[src/rtl/ts_cap_pkg.sv]
package ts_cap_pkg;

  typedef enum logic [1:0] {
    MSG_SYNC   = 2'd0,
    MSG_DREQ   = 2'd1,
    MSG_FOLLOW = 2'd2,
    MSG_OTHER  = 2'd3
  } msg_class_e;

  localparam int unsigned WORD_W = 32;

  // Word indices (byte offset / 4)
  localparam logic [2:0] WI_CTRL  = 3'd0;
  localparam logic [2:0] WI_EVENT = 3'd1;
  localparam logic [2:0] WI_TX_LO = 3'd2;
  localparam logic [2:0] WI_TX_HI = 3'd3;
  localparam logic [2:0] WI_RX_LO = 3'd4;
  localparam logic [2:0] WI_RX_HI = 3'd5;
  localparam logic [2:0] WI_ID_LO = 3'd6;
  localparam logic [2:0] WI_ID_HI = 3'd7;

  // Direction index used by the generate loop
  localparam int unsigned DIR_TX = 0;
  localparam int unsigned DIR_RX = 1;

  // Which class a direction stamps in a given mode.
  function automatic logic class_wanted(input logic master, input logic stamp_all,
                                        input logic is_rx, input msg_class_e cls);
    msg_class_e target;
    if (is_rx) target = master ? MSG_DREQ : MSG_SYNC;
    else       target = master ? MSG_SYNC : MSG_DREQ;
    return stamp_all || (cls == target);
  endfunction

  // Accept rule: a free slot, or one freed in the same cycle.
  function automatic logic slot_accepts(input logic strobe, input logic wanted,
                                        input logic locked, input logic clr);
    return strobe && wanted && (!locked || clr);
  endfunction

endpackage

[src/rtl/ts_cap_qualify.sv]
module ts_cap_qualify
  import ts_cap_pkg::*;
#(
  parameter bit IS_RX = 1'b0
) (
  input  logic       master,
  input  logic       stamp_all,
  input  logic [1:0] cls,
  output logic       wanted
);

  always_comb begin
    wanted = class_wanted(master, stamp_all, IS_RX, msg_class_e'(cls));
  end

endmodule

[src/rtl/ts_cap_slot.sv]
module ts_cap_slot
  import ts_cap_pkg::*;
#(
  parameter int unsigned TIME_W = 64
) (
  input  logic              clk,
  input  logic              rst_n,
  input  logic              strobe,
  input  logic              wanted,
  input  logic              clr,
  input  logic [TIME_W-1:0] cap_time,
  output logic              accept,
  output logic              locked,
  output logic [TIME_W-1:0] time_q
);

  assign accept = slot_accepts(strobe, wanted, locked, clr);

  always_ff @(posedge clk) begin
    if (!rst_n) begin
      locked <= 1'b0;
      time_q <= '0;
    end else if (accept) begin
      locked <= 1'b1;
      time_q <= cap_time;
    end else if (clr) begin
      locked <= 1'b0;
    end
  end


  capture_time_chk: assert property (@(posedge clk) disable iff (!rst_n)
    accept |=> (locked && time_q == $past(cap_time)));


  locked_hold_chk: assert property (@(posedge clk) disable iff (!rst_n)
    (locked && !clr) |=> (locked && $stable(time_q)));


  clear_lock_chk: assert property (@(posedge clk) disable iff (!rst_n)
    (clr && !accept) |=> !locked);


  race_capture_chk: assert property (@(posedge clk) disable iff (!rst_n)
    (clr && strobe && wanted) |=> locked);

endmodule

[src/rtl/ts_cap_regs.sv]
module ts_cap_regs
  import ts_cap_pkg::*;
#(
  parameter int unsigned ADDR_W = 5
) (
  input  logic              clk,
  input  logic              rst_n,
  input  logic              bus_sel,
  input  logic              bus_wr,
  input  logic [ADDR_W-1:0] bus_addr,
  input  logic [WORD_W-1:0] bus_wdata,
  output logic [WORD_W-1:0] bus_rdata,
  output logic              master,
  output logic              stamp_all,
  output logic [1:0]        clr,
  input  logic [1:0]        locked,
  input  logic [63:0]       tx_time,
  input  logic [63:0]       rx_time,
  input  logic [63:0]       rx_ident
);

  logic [2:0] widx;
  logic       wr_ctrl;
  logic       wr_event;
  logic       unused_bits;

  assign widx        = bus_addr[4:2];
  assign wr_ctrl     = bus_sel && bus_wr && (widx == WI_CTRL);
  assign wr_event    = bus_sel && bus_wr && (widx == WI_EVENT);
  assign clr         = wr_event ? bus_wdata[1:0] : 2'b00;
  assign unused_bits = ^{bus_wdata[WORD_W-1:2], bus_addr[1:0]};

  always_ff @(posedge clk) begin
    if (!rst_n) begin
      master    <= 1'b0;
      stamp_all <= 1'b0;
    end else if (wr_ctrl) begin
      master    <= bus_wdata[0];
      stamp_all <= bus_wdata[1];
    end
  end

  always_comb begin
    case (widx)
      WI_CTRL:  bus_rdata = {30'd0, stamp_all, master};
      WI_EVENT: bus_rdata = {30'd0, locked[DIR_RX], locked[DIR_TX]};
      WI_TX_LO: bus_rdata = tx_time[31:0];
      WI_TX_HI: bus_rdata = tx_time[63:32];
      WI_RX_LO: bus_rdata = rx_time[31:0];
      WI_RX_HI: bus_rdata = rx_time[63:32];
      WI_ID_LO: bus_rdata = rx_ident[31:0];
      default:  bus_rdata = rx_ident[63:32];
    endcase
  end


  ctrl_write_chk: assert property (@(posedge clk) disable iff (!rst_n)
    wr_ctrl |=> ({stamp_all, master} == $past(bus_wdata[1:0])));

endmodule

[src/rtl/ts_capture_channel.sv]
module ts_capture_channel
  import ts_cap_pkg::*;
#(
  parameter int unsigned ADDR_W = 5,
  parameter int unsigned TIME_W = 64,
  parameter int unsigned UUID_W = 48,
  parameter int unsigned SEQ_W  = 16
) (
  input  logic              clk,
  input  logic              rst_n,
  input  logic              bus_sel,
  input  logic              bus_wr,
  input  logic [ADDR_W-1:0] bus_addr,
  input  logic [31:0]       bus_wdata,
  output logic [31:0]       bus_rdata,
  input  logic [TIME_W-1:0] sys_time,
  input  logic              tx_strobe,
  input  logic [1:0]        tx_class,
  input  logic              rx_strobe,
  input  logic [1:0]        rx_class,
  input  logic [UUID_W-1:0] rx_uuid,
  input  logic [SEQ_W-1:0]  rx_seq
);

  localparam int unsigned ID_W = UUID_W + SEQ_W;
  localparam int unsigned NDIR = 2;

  logic              master, stamp_all;
  logic [NDIR-1:0]   clr, locked, accept, wanted, strobe_v;
  logic [1:0]        cls_v [NDIR];
  logic [TIME_W-1:0] time_v [NDIR];
  logic [ID_W-1:0]   ident_q;

  assign strobe_v[DIR_TX] = tx_strobe;
  assign strobe_v[DIR_RX] = rx_strobe;
  assign cls_v[DIR_TX]    = tx_class;
  assign cls_v[DIR_RX]    = rx_class;

  for (genvar d = 0; d < NDIR; d++) begin : g_dir
    ts_cap_qualify #(.IS_RX(d == DIR_RX)) i_qual (
      .master    (master),
      .stamp_all (stamp_all),
      .cls       (cls_v[d]),
      .wanted    (wanted[d])
    );
    ts_cap_slot #(.TIME_W(TIME_W)) i_slot (
      .clk      (clk),
      .rst_n    (rst_n),
      .strobe   (strobe_v[d]),
      .wanted   (wanted[d]),
      .clr      (clr[d]),
      .cap_time (sys_time),
      .accept   (accept[d]),
      .locked   (locked[d]),
      .time_q   (time_v[d])
    );
  end

  // Receive identity rides with the receive capture.
  always_ff @(posedge clk) begin
    if (!rst_n)                ident_q <= '0;
    else if (accept[DIR_RX])   ident_q <= {rx_seq, rx_uuid};
  end

  ts_cap_regs #(.ADDR_W(ADDR_W)) i_regs (
    .clk       (clk),
    .rst_n     (rst_n),
    .bus_sel   (bus_sel),
    .bus_wr    (bus_wr),
    .bus_addr  (bus_addr),
    .bus_wdata (bus_wdata),
    .bus_rdata (bus_rdata),
    .master    (master),
    .stamp_all (stamp_all),
    .clr       (clr),
    .locked    (locked),
    .tx_time   (64'(time_v[DIR_TX])),
    .rx_time   (64'(time_v[DIR_RX])),
    .rx_ident  (64'(ident_q))
  );


  ident_capture_chk: assert property (@(posedge clk) disable iff (!rst_n)
    accept[DIR_RX] |=> (ident_q == $past({rx_seq, rx_uuid})));


  ident_hold_chk: assert property (@(posedge clk) disable iff (!rst_n)
    (locked[DIR_RX] && !clr[DIR_RX]) |=> $stable(ident_q));


  rx_qualify_chk: assert property (@(posedge clk) disable iff (!rst_n)
    (accept[DIR_RX] && !stamp_all) |->
      (rx_class == (master ? 2'd1 : 2'd0)));


  tx_qualify_chk: assert property (@(posedge clk) disable iff (!rst_n)
    (accept[DIR_TX] && !stamp_all) |->
      (tx_class == (master ? 2'd0 : 2'd1)));

endmodule

[config.mk]
export PLATFORM = sky130hd
export DESIGN_NAME = ts_capture_channel
export DESIGN_NICKNAME = d
export VERILOG_FILES = /design/src/rtl/ts_cap_pkg.sv /design/src/rtl/ts_cap_qualify.sv /design/src/rtl/ts_cap_slot.sv /design/src/rtl/ts_cap_regs.sv /design/src/rtl/ts_capture_channel.sv
export SDC_FILE = /design/constraint.sdc
export NUM_CORES = 1
export LEC_CHECK = 0
export BUFFER_PORTS_ARGS = -buffer_cell sky130_fd_sc_hd__buf_2
export CAP_MARGIN = 15
export CORE_ASPECT_RATIO = 0.75
export CORE_MARGIN = 1
export CORE_UTILIZATION = 35
export DETAILED_ROUTE_END_ITERATION = 8
export GPL_ROUTABILITY_DRIVEN = 0
export SYNTH_ARGS = -nofsm -noshare
export SYNTH_HDL_FRONTEND = slang
export SYNTH_SLANG_ARGS = --single-unit
[constraint.sdc]
create_clock -name clk -period 1.45 [get_ports clk]
set_input_delay 0 -clock clk [delete_from_list [all_inputs] [get_ports clk]]
set_output_delay 0 -clock clk [all_outputs]
set_load 0.01 [all_outputs]
## Word level (Yosys, flattened, before mapping)

Index checks and enable logic that the tools add are counted.

- Bits in registers: 196
- Bits of input ports: 175
- Output and inout bits: 32
- Word-level logic and storage cells: 39

- Equality and inequality tests: 8
- Multiplexer cells: 8
- Reduce and logical (&&, ||, !) cells: 16

Operator list:

| kind | count |
|---|---|
| $pmux 32 s7 | 1 |
| $eq 3x3->1 const B | 3 |
| $logic_and 1x1->1 | 7 |
| $eq 3x2->1 const B | 2 |
| $mux 1 | 6 |
| $eq 2x2->1 | 2 |
| $logic_or 1x1->1 | 4 |
| $reduce_bool 2->1 | 2 |
| $eq 3x1->1 const B | 1 |
| $logic_not 3->1 | 1 |
| $logic_not 1->1 | 2 |
| $mux 2 | 1 |

## Depth between registers and ports, before layout

Gate-level depths: netlist of the first run.

- Depth in word-level cells: 6
- Mapped depth: 7
- Depth with buffers taken out: 4

## By module

From an unflattened synthesis of the first run, not the netlist that was laid out.

- Cell total of the unflattened synthesis: 1039
- Area, all modules: 9589.2 µm²

By module, submodules not included:

| module | instances | cells each | area each (µm²) |
|---|---|---|---|
| ts_cap_slot | 2 | 282 | 2621.3 |
| ts_capture_channel | 1 | 206 | 2451.1 |
| ts_cap_regs | 1 | 265 | 1863.0 |
| ts_cap_qualify | 2 | 2 | 16.3 |

## Least setup slack after synthesis of the first run

No wires, ideal clock.

- Kind: register to register
- Start: reg i_regs.master
- End: reg g_dir[1].i_slot.time_q[63]
- Setup time: 0.072 ns
- Data arrival time: 1.278 ns
- Data required time: 1.378 ns
- Slack: 0.100 ns
- Cell stages (with the launch flop): 7
- Path buffers: 2
- Cells stage by stage: dfxtp_1 xor2_1 nor2_1 o211a_1 buf_6 buf_8 mux2i_1

- Cells in the longest elaborated chain, start to end: 5

Ends and longest elaborated chain:

| item | RTL line | source |
|---|---|---|
| start, declared | ts_cap_regs.sv:13 | `output logic master,` |
| start signal, assigned | ts_cap_regs.sv:38 | `master <= bus_wdata[0];` |
| $mux 1 | ts_cap_pkg.sv:30 | `if (is_rx) target = master ? MSG_DREQ : MSG_SYNC;` |
| $eq 2x2->1 | ts_cap_pkg.sv:32 | `return stamp_all \|\| (cls == target);` |
| $logic_or 1x1->1 | ts_cap_pkg.sv:32 |  |
| $logic_and 1x1->1 (2 in a row) | ts_cap_pkg.sv:38 | `return strobe && wanted && (!locked \|\| clr);` |
| end signal, assigned | ts_cap_slot.sv:25 | `time_q <= cap_time;` |
| end, declared | ts_cap_slot.sv:14 | `output logic [TIME_W-1:0] time_q` |

No other way between the ends.
A chain may end at the register's enable or synchronous reset.

## Final worst setup path of the first run

- Start: reg i_regs.master
- End: reg ident_q[52]

- Cells in the longest elaborated chain, start to end: 5

Ends and longest elaborated chain:

| item | RTL line | source |
|---|---|---|
| $mux 1 | ts_cap_pkg.sv:30 |  |
| $eq 2x2->1 | ts_cap_pkg.sv:32 |  |
| $logic_or 1x1->1 | ts_cap_pkg.sv:32 |  |
| $logic_and 1x1->1 (2 in a row) | ts_cap_pkg.sv:38 |  |
| end signal, assigned | ts_capture_channel.sv:62 | `else if (accept[DIR_RX]) ident_q <= {rx_seq, rx_uuid};` |
| end, declared | ts_capture_channel.sv:32 | `logic [ID_W-1:0] ident_q;` |

No other way between the ends.

==> results.cfg, run 1 <==
[synth]
ys_top_cells_by_area = dfxtp_1 42%, mux2i_1 25%, nand2_1 15%
yosysTopAreaCellShare_pct = 42.5
synthAdderAreaFrac_pct = 0
synth_flop_cell = dfxtp_1
async_flop_share_pct = 0
synth_area_leader_cell = dfxtp_1
synth-xor-area-share_pct = 0.190
syn_area_um2 = 9240
synthMuxAreaShare_pct = 25.3
synthesis.nets = 1228
synth.distinct_cells = 39
postSynthAreaPerCell_um2 = 8.78
synth_edf_count = 0
syn_inst = 1053
synth-seq-cells = 196
synthSimpleGateAreaFrac_pct = 17.7
synth_top_family_by_area = multiplexers
synth-compound-area-share_pct = 8.64
ys_seq_area_share_pct = 42.5
synth_warnings = 0

[final_layout]
final_nets = 1559
drive_above_1_share_pct = 23.6
antenna_cells = 0
stdcell_area_um2 = 13400
post-route-util_pct = 51.7
final_cells = 1741
area_delta_synth_final_pct = 45.3

[detailed_routing]
drc_errors = 0
final_antenna_net_count = 0
viasPerCell = 4.89
initialDrtViolationCount = 538
dr_total_vias = 8520
drt-pass1-iter-count = 5
routedWlPerCell_um = 17.1
wl_um = 29700

[worst_setup_path]
crit_chain = xor2_2 > nor2_2 > buf_4 > o211a_4 > buf_12 > buf_8 > clkbuf_16 > mux2i_1
reg2regPathDepth = 8
worst_setup_path_start_kind = register
critPathRequiredTime_ps = 1790
r2r_setup_slack_ps = -190
max_stage_delay_ps = 370
worst_setup_path_end_kind = register
crit_type = reg2reg
path_buf_inv = 4
crit_path_max_fanout = 6
timing.rr.end = ident_q[52]
crit_family = buffers and inverters
timing.rr.start = i_regs.master
cpMaxStageDelayCell = dfxtp_4
crit_arrival_ps = 1970

[place]
io_buffers = 174
post-dp-hpwl_um = 18700
dpl-instance-area_um2 = 10600
dp.cells = 1539

[die]
num_rows = 51
coreArea_um2 = 26000
initial_utilization_pct = 35.6
pin_count = 207
die_area_um2 = 27100
dieHeight_um = 143
fp.dieW_um = 190

[worst_hold_path]
holdCritStartpoint = tx_class[0]
min_to = g_dir[0].i_slot.locked
min_path_cells = 5
min_path_type = in2reg

[grt]
antenna_found_initial = 0
grt_overflow_total = 0
grt_pass1_vias = 8249
grt_pass1_wl_um = 45000
grt_max_degree = 81
grt.total_usage_pct = 21.8

[pwr]
vdd_ir_drop_max_mv = 0.873
power_mw = 12.6
p_leak_nw = 6.24
pwr_density_cell_nw_per_um2 = 939

[status]
violations = setup timing
status = finished, violations left

[timing]
fin_crit_sh_pct = 113
finalHoldViolCount = 0
finalClockSkew_ps = 19.0
setup-violations-final = 180
finalMaxSlewViolations = 0
fmax_ghz = 0.610
relSlewSlack_pct = 69.0
grt_setup_unrepaired = yes
timing.final.ws_setup_ps = -189
fin_crit_ps = 1640
tightestPinTransition_ps = 463

[job]
drv_cap = 0

[clocking]
numCtsBuffers = 17
clkSinkCount = 196
cts_tree = yes
clock-root-buffer = clkbuf_16
htree_levels = 4
clk_path_buf_depth = 2
cts.clk_slew.worst_paths_ps = 80
insertion_delay_ps = 450
power by group:
group | total (mW) | switching [mW] | internal, mW | leakage [nW]
Combinational | 2.09 | 1.00 | 1.09 | 4.36
Sequential | 5.70 | 0.112 | 5.59 | 1.60
Clock | 4.82 | 2.37 | 2.45 | 0.288
Total | 12.6 | 3.48 | 9.13 | 6.24
metrics by stage:
stage          setup WS, ps  hold WS, ps  setup TNS (ps)
6_report               -189         59.2          -14610
5_1_grt                -217         78.8          -25260
4_1_cts                -162         22.5          -17020
3_3_place_gp           -115          250           -6830
2_1_floorplan           100          142               0
3_5_place_dp           -151          255           -9700
sequential cells by signal, indices dropped and copies added, names as in the netlist:
name,count
g_dir.i_slot.time_q,128
ident_q,64
g_dir.i_slot.locked,2
i_regs.master,1
i_regs.stamp_all,1
worst register-to-register path: cells and delay by family, from the launching register on:
family | cells | cell delay (ps)
buffers and inverters | 4 | 580
flip-flops | 1 | 370
AO/OA/AOI/OAI | 1 | 260
XOR/XNOR | 1 | 150
multiplexers | 1 | 120
AND/OR/NAND/NOR | 1 | 70
cells in the final DEF (no fill, tap or decap), types with 6 or more instances in the layout:
cell type / count
a22oi_1: 14
dlygate4sd3_1: 138
dfxtp_1: 184
nor2_1: 30
clkbuf_16: 22
a21oi_1: 11
buf_8: 10
buf_2: 168
a22o_1: 11
a32o_1: 7
dfxtp_2: 11
o22a_1: 9
mux2i_1: 227
a31oi_1: 10
nor2b_1: 6
o21ai_1: 16
buf_4: 32
nand2_1: 366
buf_12: 27
o21ai_0: 19
buf_6: 13
cell families after synthesis:
| logic type | count (synthesis) |
|---|---|
| xor gates and xnor gates | 2 |
| and+or+nand+nor | 418 |
| muxes | 233 |
| AOI/OAI and AO/OA | 116 |
| DFF | 196 |
| buffers and inverters | 88 |
routing by layer:
metal	up-vias	GRT usage (%)	share of wire [%]
met3	21	4.64	5.8
met1	4028	30.5	49
met4	0	4.84	1.1
met2	250	34.0	44
li1	4221	-	-
met5	-	0	0
worst max-delay path by stage:
| stage | startpoint | endpoint | depth (start not counted) |
|---|---|---|---|
| after floorplan | i_regs.master | g_dir[1].i_slot.time_q[63] | 6 |
| after global placement | i_regs.master | g_dir[0].i_slot.time_q[14] | 6 |
| after detailed placement | i_regs.master | g_dir[0].i_slot.time_q[42] | 6 |
| after CTS | g_dir[1].i_slot.time_q[33] | bus_rdata[1] | 4 |
| after global routing | i_regs.master | g_dir[0].i_slot.time_q[39] | 8 |
| final | i_regs.master | ident_q[52] | 8 |
timing repair:
| item | 4_1_cts | 5_1_grt |
|---|---|---|
| buffers inserted | 13 | 12 |
| setup endpoints to repair | 198 | 217 |
| hold buffers | 138 | 0 |
| endpoints found under the hold margin | 196 | 0 |
| pin swaps | 8 | 22 |
| gates resized for setup | 51 | 76 |
| cloned | 11 | 6 |
synth_stat cells, types with 2 or more instances:
library cell,number
buf_4,6
o211ai_1,2
a221oi_1,2
nand3_1,3
mux2i_1,229
nor2_1,32
a22oi_1,14
mux2_2,4
buf_8,5
nand2b_1,3
o21ai_0,39
nor2b_1,7
buf_6,14
clkbuf_1,46
a32o_1,8
nand2_1,366
buf_1,2
o221ai_1,2
inv_1,2
dfxtp_1,196
a21boi_0,2
o22a_1,9
a22o_1,11
and2_0,2
a21oi_1,12
a31oi_1,10
buf_2,13
cell type report:
| class | instances | area (um^2) |
|---|---|---|
| Fill cell | 2404 | 12500 |
| Clock buffer | 17 | 425 |
| Tap cell | 344 | 430 |
| Clock inverter | 15 | 163 |
| Inverter | 2 | 7.51 |
| Multi-Input combinational cell | 769 | 4900 |
| Sequential cell | 196 | 3940 |
| Timing Repair Buffer | 398 | 3560 |
No activity file was read; power rests on OpenSTA's default activity.
==> run 2: changes to the inputs <==
--- a/config.mk
+++ b/config.mk
@@ -5,8 +5,8 @@
 export SDC_FILE = /design/constraint.sdc
 export NUM_CORES = 1
 export LEC_CHECK = 0
-export BUFFER_PORTS_ARGS = -buffer_cell sky130_fd_sc_hd__buf_2
-export CAP_MARGIN = 15
+export BUFFER_PORTS_ARGS = -buffer_cell sky130_fd_sc_hd__clkbuf_2
+export CAP_MARGIN = 25
 export CORE_ASPECT_RATIO = 0.75
 export CORE_MARGIN = 1
 export CORE_UTILIZATION = 35
==> run 2 against run 1 <==
- final cell count hardly changed
- hold slack worse by 14 ps
- global-route usage is 0.52 points higher
- non-clock buffer count up 1
- die area is the same
- first-iteration DRC count is 18% lower
- sequential share of layout area is 0.077 points higher
- the run still ends with setup timing left
- fmax increased by 1.8%
- critical endpoint is now g_dir[1].i_slot.time_q[28]
- critical path depth down 1
==> results.cfg, run 2 (synthesized netlist as in run 1, its figures left out) <==
[grt]
grt_max_degree = 62
antenna_found_initial = 0
grt_pass1_wl_um = 46300
grt_pass1_vias = 8507
grt_overflow_total = 0
grt.total_usage_pct = 22.3

[detailed_routing]
final_antenna_net_count = 0
viasPerCell = 4.85
dr_total_vias = 8446
routedWlPerCell_um = 17.1
drt-pass1-iter-count = 4
drc_errors = 0
initialDrtViolationCount = 442
wl_um = 29800

[die]
initial_utilization_pct = 35.6
dieHeight_um = 143
coreArea_um2 = 26000
die_area_um2 = 27100
fp.dieW_um = 190
pin_count = 207
num_rows = 51

[worst_setup_path]
crit_chain = xor2_2 > nor2_2 > o211ai_1 > buf_4 > buf_12 > buf_12 > mux2i_1
path_buf_inv = 3
crit_arrival_ps = 1970
worst_setup_path_end_kind = register
timing.rr.end = g_dir[1].i_slot.time_q[28]
reg2regPathDepth = 7
crit_type = reg2reg
critPathRequiredTime_ps = 1810
worst_setup_path_start_kind = register
r2r_setup_slack_ps = -160
cpMostUsedCell = buf_12
crit_path_max_fanout = 5
crit_family = buffers and inverters
cpMaxStageDelayCell = dfxtp_4
timing.rr.start = i_regs.master
max_stage_delay_ps = 380

[place]
io_buffers = 174
dpl-instance-area_um2 = 10700
place_ws_ps = -139
dp.cells = 1548
post-dp-hpwl_um = 18700

[timing]
setup-violations-final = 175
timing.final.ws_setup_ps = -160
relSlewSlack_pct = 75.8
finalHoldViolCount = 0
finalMaxSlewViolations = 0
fin_crit_sh_pct = 111
fin_crit_ps = 1610
tightestPinTransition_ps = 363
fmax_ghz = 0.621
finalClockSkew_ps = 17.9
grt_setup_unrepaired = yes

[clocking]
htree_levels = 4
insertion_delay_ps = 450
cts_tree = yes
clock-root-buffer = clkbuf_16
cts.clk_slew.worst_paths_ps = 70
numCtsBuffers = 17
clkSinkCount = 196
clk_path_buf_depth = 2

[final_layout]
fillers = 2396
stdcell_area_um2 = 13400
regArea_um2 = 3940
drive_above_1_share_pct = 23.4
multiInputGateArea_um2 = 4860
final_cells = 1742
post-route-util_pct = 51.6
layout.cells.most_common = nand2_1
antenna_cells = 0
final_nets = 1560
area_delta_synth_final_pct = 44.9
largest_reg_flops = 128
largest-register = g_dir.i_slot.time_q
layout_common_cells = 366 x nand2_1, 227 x mux2i_1, 186 x dfxtp_1, 160 x clkbuf_2, 136 x dlygate4sd3_1
top_regs = g_dir.i_slot.time_q (128), ident_q (64), g_dir.i_slot.locked (2)

[worst_hold_path]
holdCritStartpoint = bus_wr
min_path_type = in2reg
min_path_cells = 4
min_to = g_dir[0].i_slot.locked

[job]
drv_cap = 0

[status]
violations = setup timing
status = finished, violations left

[pwr]
vdd_ir_drop_max_mv = 0.807
p_leak_nw = 6.26
pwr_density_cell_nw_per_um2 = 931
[run 2: changes by cell type in the layout (fill, tap and decap cells not counted), sizes merged]
cell / before / now
buf: 255 / 97
clkinv: 5 / 4
bufinv: 1 / 0
clkbuf: 22 / 184
inv: 10 / 11
dlygate4sd3: 138 / 136
[run 2: how the worst max path moves through the flow]
stage	to	start	cells past startpoint	slack, ps
global route	g_dir[1].i_slot.time_q[57]	i_regs.master	7	-230
floorplan	g_dir[1].i_slot.time_q[63]	i_regs.master	6	100
global placement	g_dir[0].i_slot.time_q[46]	i_regs.master	6	-130
detailed placement	g_dir[0].i_slot.time_q[48]	i_regs.master	6	-140
finish	g_dir[1].i_slot.time_q[28]	i_regs.master	7	-160
CTS	bus_rdata[1]	g_dir[1].i_slot.time_q[33]	4	-170
[run 2: cell type report]
| type | count | area share (%) |
|---|---|---|
| Clock buffer | 18 | 3.21 |
| Clock inverter | 14 | 1.00 |
| Inverter | 2 | 0.0561 |
| Multi-Input combinational cell | 769 | 36.3 |
| Sequential cell | 196 | 29.4 |
| Tap cell | 344 | 3.21 |
| Timing Repair Buffer | 399 | 26.8 |
[run 2: tightest hold or removal path: cells and delay by family]
kind | cells | cell delay [ps]
compound gates | 2 | 210
buf+inv | 1 | 110
simple gates | 1 | 110
[run 2: metrics by stage]
step / total power, mW / hold slack, ps / TNS, ps
after global placement: 7.35 / 233 / -11900
after detailed placement: 7.37 / 235 / -10260
after floorplan: 6.71 / 142 / 0
final: 12.5 / 45.2 / -10320
after global routing: 12.9 / 69.2 / -25790
after CTS: 12.5 / 5.56 / -11270
[run 2: repair_timing]
item / 4_1_cts / 5_1_grt
endpoints found under the hold margin: 196 / 0
setup endpoints to repair: 180 / 215
pin swaps: 8 / 22
gates resized for setup: 52 / 45
setup buffers: 12 / 2
gates cloned: 12 / 4
hold buffers: 136 / 0
[run 2: routing by layer]
layer	GRT usage [%]	share of wire [%]
met3	5.19	5.9
met4	5.77	1.4
met2	35.0	44
met5	0	0
met1	30.5	49
[run 2: report_power, final]
group	internal [mW]	switching, mW
logic	1.09	1.00
registers	5.59	0.111
clock network	2.28	2.39
==> run 3: changes to the inputs <==
--- a/config.mk
+++ b/config.mk
@@ -8,8 +8,9 @@
 export BUFFER_PORTS_ARGS = -buffer_cell sky130_fd_sc_hd__clkbuf_2
 export CAP_MARGIN = 25
 export CORE_ASPECT_RATIO = 0.75
-export CORE_MARGIN = 1
+export CORE_MARGIN = 2
 export CORE_UTILIZATION = 35
+export CTS_BUF_LIST = sky130_fd_sc_hd__clkbuf_8
 export DETAILED_ROUTE_END_ITERATION = 8
 export GPL_ROUTABILITY_DRIVEN = 0
 export SYNTH_ARGS = -nofsm -noshare
==> constraint.sdc (replaced) <==
create_clock -name clk -period 1.7 [get_ports clk]
set_input_delay 0 -clock clk [delete_from_list [all_inputs] [get_ports clk]]
set_output_delay 0 -clock clk [all_outputs]
set_load 0.01 [all_outputs]
==> run 3 against run 2 <==
- the run now ends clean
- utilization decreased by 3.7 points
- first-iteration DRC count up 0.45%
- total power is 25% lower
- via count decreased by 2.6%
- die area increased by 2.5%
- largest power group unchanged
- global-route usage fell by 2.4 points
- final cell count shrank 1.8%
- worst setup slack improved by 220 ps
- sequential power shrank 15%
- critical path depth shrank 2
- register-to-register slack better by 280 ps
==> results.cfg, run 3 (synthesized netlist as in run 1, its figures left out) <==
[grt]
grt_overflow_total = 0
grt_max_degree = 79
grt.total_usage_pct = 19.9
grt_pass1_vias = 8115
antenna_found_initial = 2
grt_pass1_wl_um = 42700

[pwr]
switching_power_mw = 2.75
comb_power_share_pct = 16.6
p_int_mw = 6.62
pwr_density_cell_nw_per_um2 = 754
seq_power_share_pct = 51.8
swShare_pct = 29.4
vdd_ir_drop_max_mv = 0.499
pwr-share-clk_pct = 31.6
p_leak_nw = 5.79

[final_layout]
layout.cells.most_common = nand2_1
top_regs = g_dir.i_slot.time_q (128), ident_q (64), g_dir.i_slot.locked (2)
largest_reg_flops = 128
largest-register = g_dir.i_slot.time_q
layout_common_cells = 366 x nand2_1, 229 x mux2i_1, 194 x dfxtp_1, 171 x clkbuf_2, 147 x dlygate4sd3_1
area_delta_synth_final_pct = 34.5
drive_above_1_share_pct = 19.3
fillers = 2477
final_nets = 1527
stdcell_area_um2 = 12400

[clocking]
insertion_delay_ps = 500
clk_path_buf_depth = 2
cts_tree = yes
clock-root-buffer = clkbuf_8
htree_levels = 4
numCtsBuffers = 17
cts.clk_slew.worst_paths_ps = 110
clkSinkCount = 196

[place]
post-dp-hpwl_um = 17900
io_buffers = 174
dpl-instance-area_um2 = 10500

[detailed_routing]
wl_um = 27500
dr_total_vias = 8227
viasPerCell = 4.81
initialDrtViolationCount = 444
drt-pass1-iter-count = 5
routedWlPerCell_um = 16.1
drc_errors = 0
final_antenna_net_count = 0

[die]
coreArea_um2 = 26000
pin_count = 207
initial_utilization_pct = 35.6
dieHeight_um = 145
fp.dieW_um = 192
die_area_um2 = 27700
num_rows = 51

[worst_setup_path]
worst_setup_path_start_kind = input pin
crit_arrival_ps = 2060
crit_path_max_fanout = 78
critPathRequiredTime_ps = 2120
crit_type = in2reg
worst_setup_path_end_kind = register

[timing]
fin_crit_ps = 1640
tightestPinTransition_ps = 349
finalMaxSlewViolations = 0
finalClockSkew_ps = 25.5
fmax_ghz = 0.611
fin_crit_sh_pct = 96.2
finalHoldViolCount = 0
setup_tns_ps = 0
setup-violations-final = 0
relSlewSlack_pct = 76.7
grt_setup_unrepaired = no

[worst_hold_path]
min_path_type = in2reg

[job]
drv_cap = 0

[status]
status = finished clean
==> run 3: cell types whose count changed in the layout (fill, tap and decap cells not counted), moves of 7 or more <==
| cell | delta |
|---|---|
| clkbuf_2 | +11 |
| clkbuf_16 | -21 |
| dfxtp_1 | +8 |
| dlygate4sd3_1 | +11 |
| buf_4 | -9 |
| dfxtp_2 | -7 |
| buf_16 | -8 |
| buf_12 | -15 |
| buf_6 | -7 |
| o21ai_0 | +18 |
| clkbuf_8 | +15 |
| buf_2 | -7 |
| o21ai_1 | -14 |
==> run 3: through the flow <==
step	total power, mW	instances	utilization, %	hold WS, ps	worst slack [ps]
finish	9.37	1711	47.9	46.0	63.9
detailed placement	6.23	1528	40.6	234	17.7
floorplan	5.72	1053	-	142	350
global route	9.79	1711	47.9	112	2.18
CTS	9.44	1707	47.7	14.3	16.4
global placement	6.22	1528	40.6	231	69.3
==> run 3: final timing paths <==
kind	from	endpoint	slack, ps	depth (start not counted)
worst min register to register	ident_q[9]	ident_q[9]	460	2
worst max register to register	i_regs.master	g_dir[1].i_slot.time_q[21]	120	6
worst min-delay path	rx_class[0]	g_dir[1].i_slot.locked	50	5
worst max-delay path	rst_n	g_dir[0].i_slot.locked	60	5
==> run 3: what timing repair did <==
item | in CTS | in global routing
hold buffers | 147 | 0
resized for setup | 1 | 6
setup buffers | 0 | 2
endpoints found under the hold margin | 196 | 0
endpoints found under the setup margin | 2 | 70
pin swaps | 0 | 1
==> run 3: final cells by class <==
| type | instances | area (um^2) | share of cell area [%] |
|---|---|---|---|
| antenna | 2 | 5.00 | 0.0402 |
| clock buffer | 17 | 234 | 1.88 |
| clock inverter | 15 | 144 | 1.16 |
| multi-input combinational | 769 | 4810 | 38.7 |
| sequential | 196 | 3930 | 31.6 |
| inverter | 2 | 7.51 | 0.0604 |
| timing repair buffer | 366 | 2880 | 23.2 |
| tap | 344 | 430 | 3.46 |
==> run 3: power by group through the flow <==
| stage | logic (mW) | clock network [mW] | registers, mW |
|---|---|---|---|
| after floorplan | 0.787 | 0 | 4.94 |
| after global placement | 1.26 | 0 | 4.96 |
| after detailed placement | 1.27 | 0 | 4.96 |
| after CTS | 1.54 | 3.04 | 4.86 |
| after global routing | 1.68 | 3.22 | 4.88 |
| final | 1.55 | 2.96 | 4.86 |
==> run 3: layer usage <==
metal | share of wire (%) | vias up | track usage (%)
met5 | 0 | - | 0
met4 | 0.97 | 0 | 4.41
met3 | 4.5 | 18 | 4.08
met2 | 46 | 191 | 32.4
met1 | 49 | 3869 | 27.2
li1 | - | 4149 | -
==> run 3: worst max-delay path, stage by stage <==
cell and delay, ps:
dlygate4sd3_1 580, buf_8 310, buf_12 330, a21boi_0 240, dlygate4sd3_1 580
